===== config.mk =====
export PLATFORM = sky130hd
export DESIGN_NAME = usart_frame_core
export DESIGN_NICKNAME = d
export VERILOG_FILES = /design/src/rtl/usart_frame_pkg.sv /design/src/rtl/usart_tx_frame.sv /design/src/rtl/usart_rx_frame.sv /design/src/rtl/usart_frame_core.sv
export SDC_FILE = /design/constraint.sdc
export NUM_CORES = 1
export LEC_CHECK = 0
export ABC_AREA = 1
export BUFFER_PORTS_ARGS = -buffer_cell sky130_fd_sc_hd__buf_2
export CORE_UTILIZATION = 45
export CTS_CLUSTER_SIZE = 10
export DETAILED_ROUTE_END_ITERATION = 8
export GPL_TIMING_DRIVEN = 0
export MAX_ROUTING_LAYER = met4
export SYNTH_ARGS = -nofsm -noshare
export SYNTH_HDL_FRONTEND = slang
export SYNTH_SLANG_ARGS = --single-unit

===== constraint.sdc =====
create_clock -name clk -period 2.2 [get_ports clk]
set_clock_uncertainty 0.05 [all_clocks]
set_input_delay 0.55 -clock clk [delete_from_list [all_inputs] [get_ports clk]]
set_output_delay 0.55 -clock clk [all_outputs]
set_load 0.01 [all_outputs]

===== src/rtl/usart_frame_pkg.sv =====
package usart_frame_pkg;

    localparam int DATA_MAX = 9;
    localparam int CNT_W    = $clog2(DATA_MAX + 1);
    localparam int LEN_W    = 3;
    localparam int MIN_BITS = 5;

    typedef enum logic [1:0] {
        PAR_NONE = 2'b00,
        PAR_EVEN = 2'b01,
        PAR_ODD  = 2'b10,
        PAR_OFF  = 2'b11
    } par_mode_e;

    typedef enum logic [2:0] {
        TX_IDLE, TX_WAIT, TX_DATA, TX_PAR, TX_STOP, TX_STOP2, TX_TAIL
    } tx_state_e;

    typedef enum logic [1:0] {
        RX_IDLE, RX_DATA, RX_PAR, RX_STOP
    } rx_state_e;

    // Length code to data-bit count; codes beyond the top one saturate.
    function automatic logic [CNT_W-1:0] bits_from_code(input logic [LEN_W-1:0] code);
        if (int'(code) >= DATA_MAX - MIN_BITS)
            return CNT_W'(DATA_MAX);
        return CNT_W'(code) + CNT_W'(MIN_BITS);
    endfunction

    function automatic logic [DATA_MAX-1:0] data_mask(input logic [CNT_W-1:0] n);
        return {DATA_MAX{1'b1}} >> (DATA_MAX - int'(n));
    endfunction

    function automatic logic parity_on(input logic [1:0] mode);
        return (mode == PAR_EVEN) || (mode == PAR_ODD);
    endfunction

endpackage


===== src/rtl/usart_tx_frame.sv =====
module usart_tx_frame
    import usart_frame_pkg::*;
(
    input  logic                clk,
    input  logic                rst_n,
    input  logic                bit_tick,
    input  logic [LEN_W-1:0]    cfg_len,
    input  logic [1:0]          cfg_par,
    input  logic                cfg_two_stop,
    input  logic [DATA_MAX-1:0] tx_data,
    input  logic                tx_valid,
    output logic                tx_ready,
    output logic                txd
);

    typedef struct packed {
        tx_state_e           st;
        logic [DATA_MAX-1:0] shift;
        logic [CNT_W-1:0]    cnt;
        logic [CNT_W-1:0]    nbits;
        logic                par_en;
        logic                par_bit;
        logic                two_stop;
        logic                line;
    } tx_regs_t;

    tx_regs_t tx_q, tx_d;
    logic [CNT_W-1:0]    len_now;
    logic [DATA_MAX-1:0] word_now;

    always_comb begin
        tx_d     = tx_q;
        len_now  = bits_from_code(cfg_len);
        word_now = tx_data & data_mask(len_now);
        unique case (tx_q.st)
            TX_IDLE: begin
                if (tx_valid) begin
                    tx_d.shift    = word_now;
                    tx_d.nbits    = len_now;
                    tx_d.par_en   = parity_on(cfg_par);
                    tx_d.par_bit  = (^word_now) ^ (cfg_par == PAR_ODD);
                    tx_d.two_stop = cfg_two_stop;
                    tx_d.st       = TX_WAIT;
                end
            end
            TX_WAIT: begin
                if (bit_tick) begin
                    tx_d.line = 1'b0;
                    tx_d.cnt  = '0;
                    tx_d.st   = TX_DATA;
                end
            end
            TX_DATA: begin
                if (bit_tick) begin
                    tx_d.line  = tx_q.shift[0];
                    tx_d.shift = tx_q.shift >> 1;
                    tx_d.cnt   = tx_q.cnt + CNT_W'(1);
                    if (tx_q.cnt == tx_q.nbits - CNT_W'(1))
                        tx_d.st = tx_q.par_en ? TX_PAR : TX_STOP;
                end
            end
            TX_PAR: begin
                if (bit_tick) begin
                    tx_d.line = tx_q.par_bit;
                    tx_d.st   = TX_STOP;
                end
            end
            TX_STOP: begin
                if (bit_tick) begin
                    tx_d.line = 1'b1;
                    tx_d.st   = tx_q.two_stop ? TX_STOP2 : TX_TAIL;
                end
            end
            TX_STOP2: begin
                if (bit_tick) begin
                    tx_d.line = 1'b1;
                    tx_d.st   = TX_TAIL;
                end
            end
            TX_TAIL: begin
                if (bit_tick)
                    tx_d.st = TX_IDLE;
            end
            default: tx_d.st = TX_IDLE;
        endcase
    end

    always_ff @(posedge clk or negedge rst_n) begin
        if (!rst_n) begin
            tx_q      <= '0;
            tx_q.st   <= TX_IDLE;
            tx_q.line <= 1'b1;
        end else begin
            tx_q <= tx_d;
        end
    end

    assign tx_ready = (tx_q.st == TX_IDLE);
    assign txd      = tx_q.line;

endmodule


===== src/rtl/usart_rx_frame.sv =====
module usart_rx_frame
    import usart_frame_pkg::*;
(
    input  logic                clk,
    input  logic                rst_n,
    input  logic                bit_tick,
    input  logic [LEN_W-1:0]    cfg_len,
    input  logic [1:0]          cfg_par,
    input  logic                rxd,
    output logic [DATA_MAX-1:0] rx_data,
    output logic                rx_valid,
    output logic                rx_parity_err,
    output logic                rx_frame_err
);

    typedef struct packed {
        rx_state_e           st;
        logic [DATA_MAX-1:0] shift;
        logic [CNT_W-1:0]    cnt;
        logic [CNT_W-1:0]    nbits;
        logic                par_en;
        logic                odd;
        logic                ones;
        logic                par_bad;
        logic [DATA_MAX-1:0] word;
        logic                valid;
        logic                pe;
        logic                fe;
    } rx_regs_t;

    rx_regs_t rx_q, rx_d;

    always_comb begin
        rx_d       = rx_q;
        rx_d.valid = 1'b0;
        rx_d.pe    = 1'b0;
        rx_d.fe    = 1'b0;
        unique case (rx_q.st)
            RX_IDLE: begin
                if (bit_tick && !rxd) begin
                    rx_d.nbits   = bits_from_code(cfg_len);
                    rx_d.par_en  = parity_on(cfg_par);
                    rx_d.odd     = (cfg_par == PAR_ODD);
                    rx_d.shift   = '0;
                    rx_d.cnt     = '0;
                    rx_d.ones    = 1'b0;
                    rx_d.par_bad = 1'b0;
                    rx_d.st      = RX_DATA;
                end
            end
            RX_DATA: begin
                if (bit_tick) begin
                    rx_d.shift[rx_q.cnt] = rxd;
                    rx_d.ones = rx_q.ones ^ rxd;
                    rx_d.cnt  = rx_q.cnt + CNT_W'(1);
                    if (rx_q.cnt == rx_q.nbits - CNT_W'(1))
                        rx_d.st = rx_q.par_en ? RX_PAR : RX_STOP;
                end
            end
            RX_PAR: begin
                if (bit_tick) begin
                    rx_d.par_bad = rx_q.ones ^ rxd ^ rx_q.odd;
                    rx_d.st      = RX_STOP;
                end
            end
            RX_STOP: begin
                if (bit_tick) begin
                    rx_d.word  = rx_q.shift;
                    rx_d.valid = 1'b1;
                    rx_d.pe    = rx_q.par_bad;
                    rx_d.fe    = !rxd;
                    rx_d.st    = RX_IDLE;
                end
            end
            default: rx_d.st = RX_IDLE;
        endcase
    end

    always_ff @(posedge clk or negedge rst_n) begin
        if (!rst_n) begin
            rx_q    <= '0;
            rx_q.st <= RX_IDLE;
        end else begin
            rx_q <= rx_d;
        end
    end

    assign rx_data       = rx_q.word;
    assign rx_valid      = rx_q.valid;
    assign rx_parity_err = rx_q.pe;
    assign rx_frame_err  = rx_q.fe;

endmodule


===== src/rtl/usart_frame_core.sv =====
module usart_frame_core
    import usart_frame_pkg::*;
(
    input  logic                clk,
    input  logic                rst_n,
    input  logic                bit_tick,
    input  logic [LEN_W-1:0]    cfg_len,
    input  logic [1:0]          cfg_par,
    input  logic                cfg_two_stop,
    input  logic [DATA_MAX-1:0] tx_data,
    input  logic                tx_valid,
    output logic                tx_ready,
    output logic                txd,
    input  logic                rxd,
    output logic [DATA_MAX-1:0] rx_data,
    output logic                rx_valid,
    output logic                rx_parity_err,
    output logic                rx_frame_err
);

    usart_tx_frame tx_u (
        .clk          (clk),
        .rst_n        (rst_n),
        .bit_tick     (bit_tick),
        .cfg_len      (cfg_len),
        .cfg_par      (cfg_par),
        .cfg_two_stop (cfg_two_stop),
        .tx_data      (tx_data),
        .tx_valid     (tx_valid),
        .tx_ready     (tx_ready),
        .txd          (txd)
    );

    usart_rx_frame rx_u (
        .clk           (clk),
        .rst_n         (rst_n),
        .bit_tick      (bit_tick),
        .cfg_len       (cfg_len),
        .cfg_par       (cfg_par),
        .rxd           (rxd),
        .rx_data       (rx_data),
        .rx_valid      (rx_valid),
        .rx_parity_err (rx_parity_err),
        .rx_frame_err  (rx_frame_err)
    );

endmodule


==> results.sh, run 1 <==
export IMPL_status="finished, final reports clean"
export IMPL_worstPathArrival_ps=2240
export IMPL_wl_per_cell_um=12.3
export IMPL_initial_utilization_pct=47.6
export IMPL_r2r_end="rx_u.rx_q[24]"
export IMPL_hold_class="in -> async"
export IMPL_synth_edff_count=0
export IMPL_layout_common_cells="nand2_1, dfrtp_1, o21ai_0"
export IMPL_via_per_inst=4.88
export IMPL_final_common_cell="nand2_1"
export IMPL_crit_buf_inv=3
export IMPL_grt_total_usage_pct=20.7
export IMPL_max_cap_violations=0
export IMPL_drt_first_iter_violations=120
export IMPL_synthesis_area_um2=3320
export IMPL_rrSetupSlack_ps=280
export IMPL_critical_path_top_delay_family="simple AND/OR/NAND/NOR gates"
export IMPL_crit_slowest_cell="ha_4"
export IMPL_antenna_found_initial=0
export IMPL_fp_row_count=30
export IMPL_io_buffers=33
export IMPL_start_kind="input pin"
export IMPL_fmax_ghz=0.483
export IMPL_crit_type="in -> reg"
export IMPL_grt_pass1_wl_mm=11.7
export IMPL_fin_total_pwr_mw=5.12
export IMPL_area_growth_synth_to_final_pct=16.0
export IMPL_final_layout_size_suffix_gt1_share_pct=18.1
export IMPL_die_x_um=88.0
export IMPL_min_period_over_period_pct=94.1
export IMPL_setup_viol=0
export IMPL_nets=493
export IMPL_ios=34
export IMPL_final_hold_viol_count=0
export IMPL_nFillCells=704
export IMPL_ir_drop_v=0.000390
export IMPL_r2r_start="rx_u.rx_q[33]"
export IMPL_synth_cells=414
export IMPL_yosys_warnings=0
export IMPL_cts_sinks=59
export IMPL_relSlewSlack_pct=51.8
export IMPL_clk_pin_slew_ps=70
export IMPL_ys_seq_area_share_pct=44.4
export IMPL_clockBufferDepth=2
export IMPL_drc=0
export IMPL_core_area_um2=6980
export IMPL_cp_slowest_stage_delay_ps=290
export IMPL_insertion_delay_ps=340
export IMPL_cts_setup_buffers=0
export IMPL_synth_cell_types=37
export IMPL_cts_tree="built"
export IMPL_path_common_cell="nand2_1"
export IMPL_cp_required_ps=2370
export IMPL_synthFlopType="dfrtp_1"
export IMPL_routabilityCongestion=0.841
export IMPL_min_period_ps=2070
export IMPL_dp_hpwl_mm=5.08
export IMPL_drt_total_wl_mm=6.85
export IMPL_power_density_nw_per_um2=1330
export IMPL_drtAntennaViolNets=0
export IMPL_cts_root_buffer_cell="clkbuf_8"
export IMPL_ys_ff_latch=59
export IMPL_synthArstFlopShare_pct=100
export IMPL_cp_end_kind="flop"
export IMPL_p_leak_nw=1.92
export IMPL_worstPathCellList="buf_2 > inv_1 > ha_4 > nand2_4 > ha_4 > inv_1 > nand3_1 > nand3_1 > nor2_2 > nand2_2 > nand2_1 > nand2_1 > nand2_1 > nand2_1 > nand3_1 > nand2_1"
export IMPL_worst_pin_slew_ps=722
export IMPL_die_area_um2=7740
export IMPL_num_vias=2726
export IMPL_utilization_pct=55.2
export IMPL_die_height_um=88.0
export IMPL_reg2reg_depth=9
export IMPL_antenna_cells=0
export IMPL_syn_nets=449
export IMPL_crit_fanout=7
export IMPL_firstDrtPassIters=5
export IMPL_first_global_vias=2537
export IMPL_htree_num_levels=3
export IMPL_cts_inserted_buffers=9
export IMPL_gr_total_overflow=0
export IMPL_grt_max_degree=60
export IMPL_syn_mean_instance_area_um2=8.03
export IMPL_rsz0062_at_grt="no"
export IMPL_maxSlewViolCount=0
-- layer usage --
layer / wire, um / vias to the layer above / track usage (%) / part of all wire (%)
li1: - / 1421 / - / -
met1: 3390 / 1233 / 27.1 / 50
met2: 3080 / 61 / 31.2 / 45
met3: 291 / 11 / 3.30 / 4.2
met4: 82 / 0 / 9.69 / 1.2
met5: 0 / - / - / 0
-- cell type report --
cell class	instances	area (um^2)	share of cell area (%)
inverter	54	203	5.26
sequential	59	1480	38.3
clock buffer	14	163	4.22
tap	96	120	3.12
buffer	16	104	2.69
clock inverter	2	35.0	0.909
multi-input combinational	285	1590	41.1
timing repair buffer	33	168	4.35
-- logic make-up after synthesis --
| family | synth area share (%) |
|---|---|
| xor gates and xnor gates | 4.74 |
| AOI/OAI and AO/OA | 15.1 |
| adders and majority gates | 5.65 |
| buffers and inverters | 9.22 |
| DFF | 44.4 |
| and+or+nand+nor | 20.8 |
-- sequential cells by signal, summed over array words and instances, names as in the netlist --
signal              flops
tx_u.tx_q              23
rx_u.rx_valid           1
rx_u.rx_frame_err       1
rx_u.rx_parity_err      1
tx_u.txd                1
rx_u.rx_data            9
rx_u.rx_q              23
-- report_power, final --
group | total [mW] | leakage [nW] | internal (mW) | switching, mW
Combinational | 2.23 | 1.08 | 0.920 | 1.31
Clock | 0.994 | 0.101 | 0.585 | 0.409
Sequential | 1.90 | 0.735 | 1.57 | 0.323
-- per-stage QoR --
stage | std cells | setup slack [ps] | hold slack, ps | instance area [um^2] | setup TNS [ps]
floorplan | 414 | 42.2 | 204 | 3320 | 0
global route | 559 | 4.18 | 298 | 3850 | 0
finish | 559 | 129 | 222 | 3850 | 0
detailed placement | 543 | -372 | 426 | 3610 | -1210
CTS | 559 | 16.4 | 370 | 3820 | 0
global placement | 543 | -390 | 416 | 3610 | -1250
-- cells in the mapped netlist (2+ instances only) --
| library cell | count | area (um^2) |
|---|---|---|
| buf_4 | 9 | 67.6 |
| a31oi_1 | 5 | 31.3 |
| nand4_1 | 5 | 31.3 |
| nor2_1 | 44 | 165 |
| dfrtp_1 | 58 | 1450 |
| ha_1 | 15 | 188 |
| o21a_1 | 2 | 15.0 |
| o21ai_1 | 2 | 10.0 |
| buf_2 | 2 | 10.0 |
| inv_1 | 49 | 184 |
| clkbuf_1 | 4 | 15.0 |
| nand2_1 | 83 | 312 |
| xor2_1 | 8 | 70.1 |
| nor3_1 | 7 | 35.0 |
| a21oi_1 | 14 | 70.1 |
| nand2_2 | 3 | 18.8 |
| inv_2 | 5 | 18.8 |
| nand3_1 | 19 | 95.1 |
| xnor2_1 | 10 | 87.6 |
| a21oi_4 | 2 | 32.5 |
| o21ai_0 | 51 | 255 |
| nor2_2 | 2 | 12.5 |
-- worst reg2reg max path, delay by kind of cell, from the launching register on --
family	cells	cell delay [ps]
DFF	1	370
AOI/OAI and AO/OA	5	800
and+or+nand+nor	2	240
buffers and inverters	1	90
adders and majority gates	1	300
-- worst max path at each step --
stage / start / to / slack, ps / cells past startpoint
floorplan: cfg_len[0] / tx_u.tx_q[2] / 40 / 15
global placement: cfg_len[0] / tx_u.tx_q[2] / -390 / 15
detailed placement: cfg_len[0] / tx_u.tx_q[2] / -370 / 16
CTS: cfg_len[0] / tx_u.tx_q[2] / 20 / 17
global route: cfg_len[0] / tx_u.tx_q[2] / 4 / 16
finish: cfg_len[1] / tx_u.tx_q[2] / 130 / 16
-- timing repair --
action,CTS,global route
hold buffers,0,0
pin swaps,0,0
gates resized for setup,1,9
endpoints found under the hold margin,0,0
endpoints found under the setup margin,1,2
Note: power is estimated with default switching activity, not from simulation.
==> run 2, diff against run 1 <==
ABC_AREA = 0   (was 1)
GPL_ROUTABILITY_DRIVEN = 0   (was unset)
PLACE_DENSITY = 0.66   (was unset)
clock period = 1.9 ns   (was 2.2 ns; I/O delays follow)
==> run 2 against run 1 <==
- the flow now finishes with violations (DRC, setup timing)
- utilization is 1.8 points higher
- sequential power is 15% higher
- combinational power is 27% higher
- non-clock buffer count is 18 higher
- synthesized area is 0.41% higher
- sequential share of layout area is 2.4 points lower
- routed wire length is 0.85% lower
- first-iteration DRC count is 63% lower
- via count is 2.7% lower
==> results.sh, run 2 <==
export IMPL_via_per_inst=5.14
export IMPL_crit_type="in -> reg"
export IMPL_cts_inserted_buffers=9
export IMPL_cp_required_ps=2060
export IMPL_drt_total_wl_mm=6.79
export IMPL_core_area_um2=7210
export IMPL_cts_root_buffer_cell="clkbuf_8"
export IMPL_crit_fanout=7
export IMPL_insertion_delay_ps=340
export IMPL_die_height_um=88.1
export IMPL_cp_end_kind="flop"
export IMPL_clockBufferDepth=2
export IMPL_status="finished, violations left"
export IMPL_synth_cell_types=52
export IMPL_whs_ps=147
export IMPL_relSlewSlack_pct=51.4
export IMPL_first_global_vias=2494
export IMPL_area_growth_synth_to_final_pct=23.2
export IMPL_rsz0062_at_grt="yes"
export IMPL_layout_setup_ws_ps=-128
export IMPL_final_layout_size_suffix_gt1_share_pct=30.2
export IMPL_design_area_um2=4110
export IMPL_synthTopCellsByCount="dfrtp_1, nand2_1, o21ai_0"
export IMPL_layout_common_cells="dfrtp_1, nand2_1, o21ai_0"
export IMPL_drtAntennaViolNets=0
export IMPL_synthesis_area_um2=3340
export IMPL_stdcell_count=516
export IMPL_start_kind="input pin"
export IMPL_placed_cells=489
export IMPL_synth_top_area_share_pct=43.5
export IMPL_ir_drop_v=0.000893
export IMPL_placed_area_um2=3700
export IMPL_maxSlewViolCount=0
export IMPL_io_buffers=33
export IMPL_gr_total_overflow=0
export IMPL_antenna_cells=0
export IMPL_hold_class="in -> async"
export IMPL_utilization_pct=57.0
export IMPL_grt_pass1_wl_mm=11.3
export IMPL_synthArstFlopShare_pct=100
export IMPL_ios=34
export IMPL_p_leak_nw=1.90
export IMPL_yosysMostFrequentCell="dfrtp_1"
export IMPL_final_hold_viol_count=0
export IMPL_synth_cells=357
export IMPL_ys_seq_area_share_pct=44.3
export IMPL_wl_per_cell_um=13.2
export IMPL_syn_nets=392
export IMPL_power_density_nw_per_um2=1490
export IMPL_grt_max_degree=60
export IMPL_synth_largest_area_cell="dfrtp_1"
export IMPL_synthFlopType="dfrtp_1"
export IMPL_htree_num_levels=3
export IMPL_antenna_found_initial=0
export IMPL_initial_utilization_pct=46.3
export IMPL_yosys_warnings=0
export IMPL_tns_ps=-141
export IMPL_max_cap_violations=0
export IMPL_syn_mean_instance_area_um2=9.35
export IMPL_worst_pin_slew_ps=728
export IMPL_synth_edff_count=0
export IMPL_die_x_um=88.1
export IMPL_die_area_um2=7770
export IMPL_nets=447
export IMPL_cts_sinks=59
export IMPL_worstPathArrival_ps=2190
export IMPL_pre_cts_slack_ps=-941
export IMPL_ys_ff_latch=59
export IMPL_cts_tree="built"
export IMPL_setup_viol=2
export IMPL_final_common_cell="dfrtp_1"
export IMPL_firstDrtPassIters=6
export IMPL_violations="DRC, setup timing"
export IMPL_min_period_over_period_pct=107
export IMPL_fp_row_count=31
export IMPL_cts_hold_buf=0
export IMPL_synthTopCellsByArea="dfrtp_1, o21ai_0, ha_1, nand2_1, a21oi_1"
export IMPL_fmax_ghz=0.493
export IMPL_dp_hpwl_mm=4.76
export IMPL_drc=2
export IMPL_num_vias=2652
export IMPL_fin_total_pwr_mw=6.15
export IMPL_clk_pin_slew_ps=70
export IMPL_min_period_ps=2030
export IMPL_drt_first_iter_violations=45
export IMPL_grt_total_usage_pct=19.9
==> run 2: final timing paths <==
path,startpoint,to,slack [ps],depth (start not counted)
max in group asynchronous,rst_n,tx_u.tx_q[20],1170,1
max,cfg_len[0],tx_u.tx_q[2],-130,9
min,rst_n,rx_u.rx_data[8],150,1
min in group clk,cfg_two_stop,tx_u.tx_q[1],330,2
min reg2reg,tx_u.tx_q[13],tx_u.tx_q[13],440,2
max reg2reg,rx_u.rx_q[33],rx_u.rx_q[34],90,6
==> run 2: cell families after synthesis <==
group / synth area share, %
simple gates: 15.9
mux: 5.28
buf+inv: 6.07
compound gates: 16.9
xor+xnor: 5.96
fa+ha+maj: 5.62
flops: 44.3
==> run 2: where the power goes <==
| part | leakage [nW] | internal (mW) | switching, mW |
|---|---|---|---|
| Clock | 0.0991 | 0.634 | 0.488 |
| Combinational | 1.05 | 1.35 | 1.49 |
| Sequential | 0.760 | 1.78 | 0.405 |
==> run 2: area by class of cell <==
cell class | count | area [um^2]
Tap cell | 99 | 124
Clock buffer | 11 | 141
Clock inverter | 5 | 52.6
Multi-Input combinational cell | 255 | 1810
Buffer | 21 | 125
Sequential cell | 59 | 1480
Timing Repair Buffer | 46 | 295
Fill cell | 654 | 3100
Inverter | 20 | 92.6
==> run 2: worst max-delay path, stage by stage <==
cell and delay (ps):
buf_12 120, ha_4 150, or2_4 250, ha_4 330, a21oi_2 40, o31a_2 370
xor3_1 210, o21ai_1 130, o311ai_1 100
==> run 2: routing by layer <==
layer,up-vias,track usage [%],part of all wire (%)
li1,1329,-,-
met1,1278,22.4,44
met2,39,34.8,51
met3,6,5.84,3.4
met4,0,4.55,0.97
met5,-,-,0
==> run 2: repair_timing <==
item                                    CTS  global route
setup buffers                            10             3
pin swaps                                 9             4
gates resized for setup                  21            14
endpoints found under the setup margin   24            26
==> run 3, diff against run 2 <==
MAX_ROUTING_LAYER = unset   (was met4)
PLACE_DENSITY = unset   (was 0.66)
clock period = 1.97 ns   (was 1.9 ns; I/O delays follow)
==> run 3 against run 2 <==
- the run ends with setup timing left
- die area is the same
- cell area down 0.33%
- routed wire length increased by 3.3%
- critical path depth rose by 1
- utilization shrank 0.19 points
- non-clock buffer count did not move
- first-iteration DRC count rose by 130%
- global-route usage increased by 0.18 points
- via count up 0.94%
- clock power is essentially flat
- count of clock-buffer cells in the layout fell by 1
- sequential share of layout area increased by 0.12 points
- critical endpoint unchanged
- largest cell class unchanged
- highest routed layer unchanged
==> results.sh, run 3 (same netlist as run 2, synthesis figures left out) <==
export IMPL_r2r_start="rx_u.rx_q[16]"
export IMPL_antenna_cells=0
export IMPL_antenna_found_initial=0
export IMPL_tns_ps=-78.3
export IMPL_wl_per_cell_um=13.6
export IMPL_r2r_end="rx_u.rx_q[34]"
export IMPL_fmax_ghz=0.489
export IMPL_violations="setup timing"
export IMPL_grt_total_usage_pct=20.1
export IMPL_relSlewSlack_pct=50.8
export IMPL_worstPathArrival_ps=2210
export IMPL_area_growth_synth_to_final_pct=22.8
export IMPL_grt_max_degree=60
export IMPL_crit_fanout=6
export IMPL_cts_root_buffer_cell="clkbuf_8"
export IMPL_cts_sinks=59
export IMPL_setup_viol=2
export IMPL_die_area_um2=7770
export IMPL_maxSlewViolCount=0
export IMPL_cp_required_ps=2130
export IMPL_nFillCells=686
export IMPL_layout_setup_ws_ps=-75.2
export IMPL_min_period_ps=2050
export IMPL_final_hold_viol_count=0
export IMPL_utilization_pct=56.8
export IMPL_power_density_nw_per_um2=1450
export IMPL_reg2reg_depth=7
export IMPL_die_x_um=88.1
export IMPL_grt_pass1_wl_mm=11.9
export IMPL_p_leak_nw=1.91
export IMPL_nets=447
export IMPL_dp_hpwl_mm=4.90
export IMPL_die_height_um=88.1
export IMPL_cp_end_kind="flop"
export IMPL_crit_end="tx_u.tx_q[2]"
export IMPL_ios=34
export IMPL_ir_drop_v=0.000694
export IMPL_num_vias=2677
export IMPL_final_layout_size_suffix_gt1_share_pct=29.0
export IMPL_drt_first_iter_violations=104
export IMPL_rrSetupSlack_ps=90
export IMPL_hold_class="in -> async"
export IMPL_drt_total_wl_mm=7.01
export IMPL_startpoint="cfg_len[0]"
export IMPL_start_kind="input pin"
export IMPL_max_cap_violations=0
export IMPL_rsz0062_at_grt="yes"
export IMPL_io_buffers=33
export IMPL_layout_common_cells="dfrtp_1, nand2_1, o21ai_0"
export IMPL_first_global_vias=2572
export IMPL_drc=0
export IMPL_cts_tree="built"
export IMPL_cts_inserted_buffers=9
export IMPL_htree_num_levels=3
export IMPL_worst_pin_slew_ps=739
export IMPL_fp_row_count=31
export IMPL_initial_utilization_pct=46.3
export IMPL_final_common_cell="dfrtp_1"
export IMPL_min_period_over_period_pct=104
export IMPL_via_per_inst=5.19
export IMPL_firstDrtPassIters=4
export IMPL_gr_total_overflow=0
export IMPL_clockBufferDepth=2
export IMPL_crit_type="in -> reg"
export IMPL_insertion_delay_ps=340
export IMPL_status="finished, violations left"
export IMPL_pre_cts_slack_ps=-876
export IMPL_drtAntennaViolNets=0
export IMPL_clk_pin_slew_ps=70
export IMPL_core_area_um2=7210
[run 3: metal layers]
metal	vias up	part of all wire [%]	GRT usage, %
met5	-	0	0
met4	0	1.5	6.16
met1	1281	45	24.6
met3	8	3.6	5.66
met2	57	50	34.5
li1	1331	-	-
[run 3: power by group]
group	switching (mW)	internal (mW)
registers	0.408	1.72
logic	1.42	1.28
clock network	0.512	0.618
[run 3: stage by stage]
step	area (um^2)	hold WS, ps	power [mW]	std cells
floorplan	3410	147	4.02	357
global placement	3700	412	4.56	489
detailed placement	3700	422	4.65	489
CTS	4000	321	5.84	510
global route	4100	209	6.47	516
finish	4100	159	5.96	516
[run 3: final cells by class]
cell class,count,area [um^2],share of cell area [%]
inverters,20,92.6,2.26
clock buffers,10,138,3.36
well taps,99,124,3.02
multi-input cells,255,1780,43.5
flip-flops and latches,59,1480,36.0
clock inverters,6,63.8,1.56
repair buffers,46,295,7.20
plain buffers,21,125,3.05
[run 3: worst max-delay path, stage by stage]
cell and delay [ps]:
buf_12 120, ha_4 150, or2_4 250, ha_4 320, nand2b_4 130, a21oi_2 30
a21oi_2 130, xor3_1 350, o21ai_1 130, o311ai_1 100
[run 3: worst min path at each step]
stage	start	endpoint	slack, ps	depth (start not counted)
floorplan	rst_n	rx_u.rx_data[0]	150	0
global placement	rx_u.rx_q[15]	rx_u.rx_q[15]	410	2
finish	rst_n	rx_u.rx_parity_err	160	1
global route	rst_n	rx_u.rx_parity_err	210	1
detailed placement	rx_u.rx_q[15]	rx_u.rx_q[15]	420	2
CTS	cfg_two_stop	tx_u.tx_q[1]	320	2
[run 3: what timing repair did]
action | 4_1_cts | 5_1_grt
cloned | 0 | 0
buffers inserted | 7 | 6
resized for setup | 16 | 16
pin swaps | 7 | 9
hold buffers | 0 | 0
setup endpoints to repair | 14 | 26
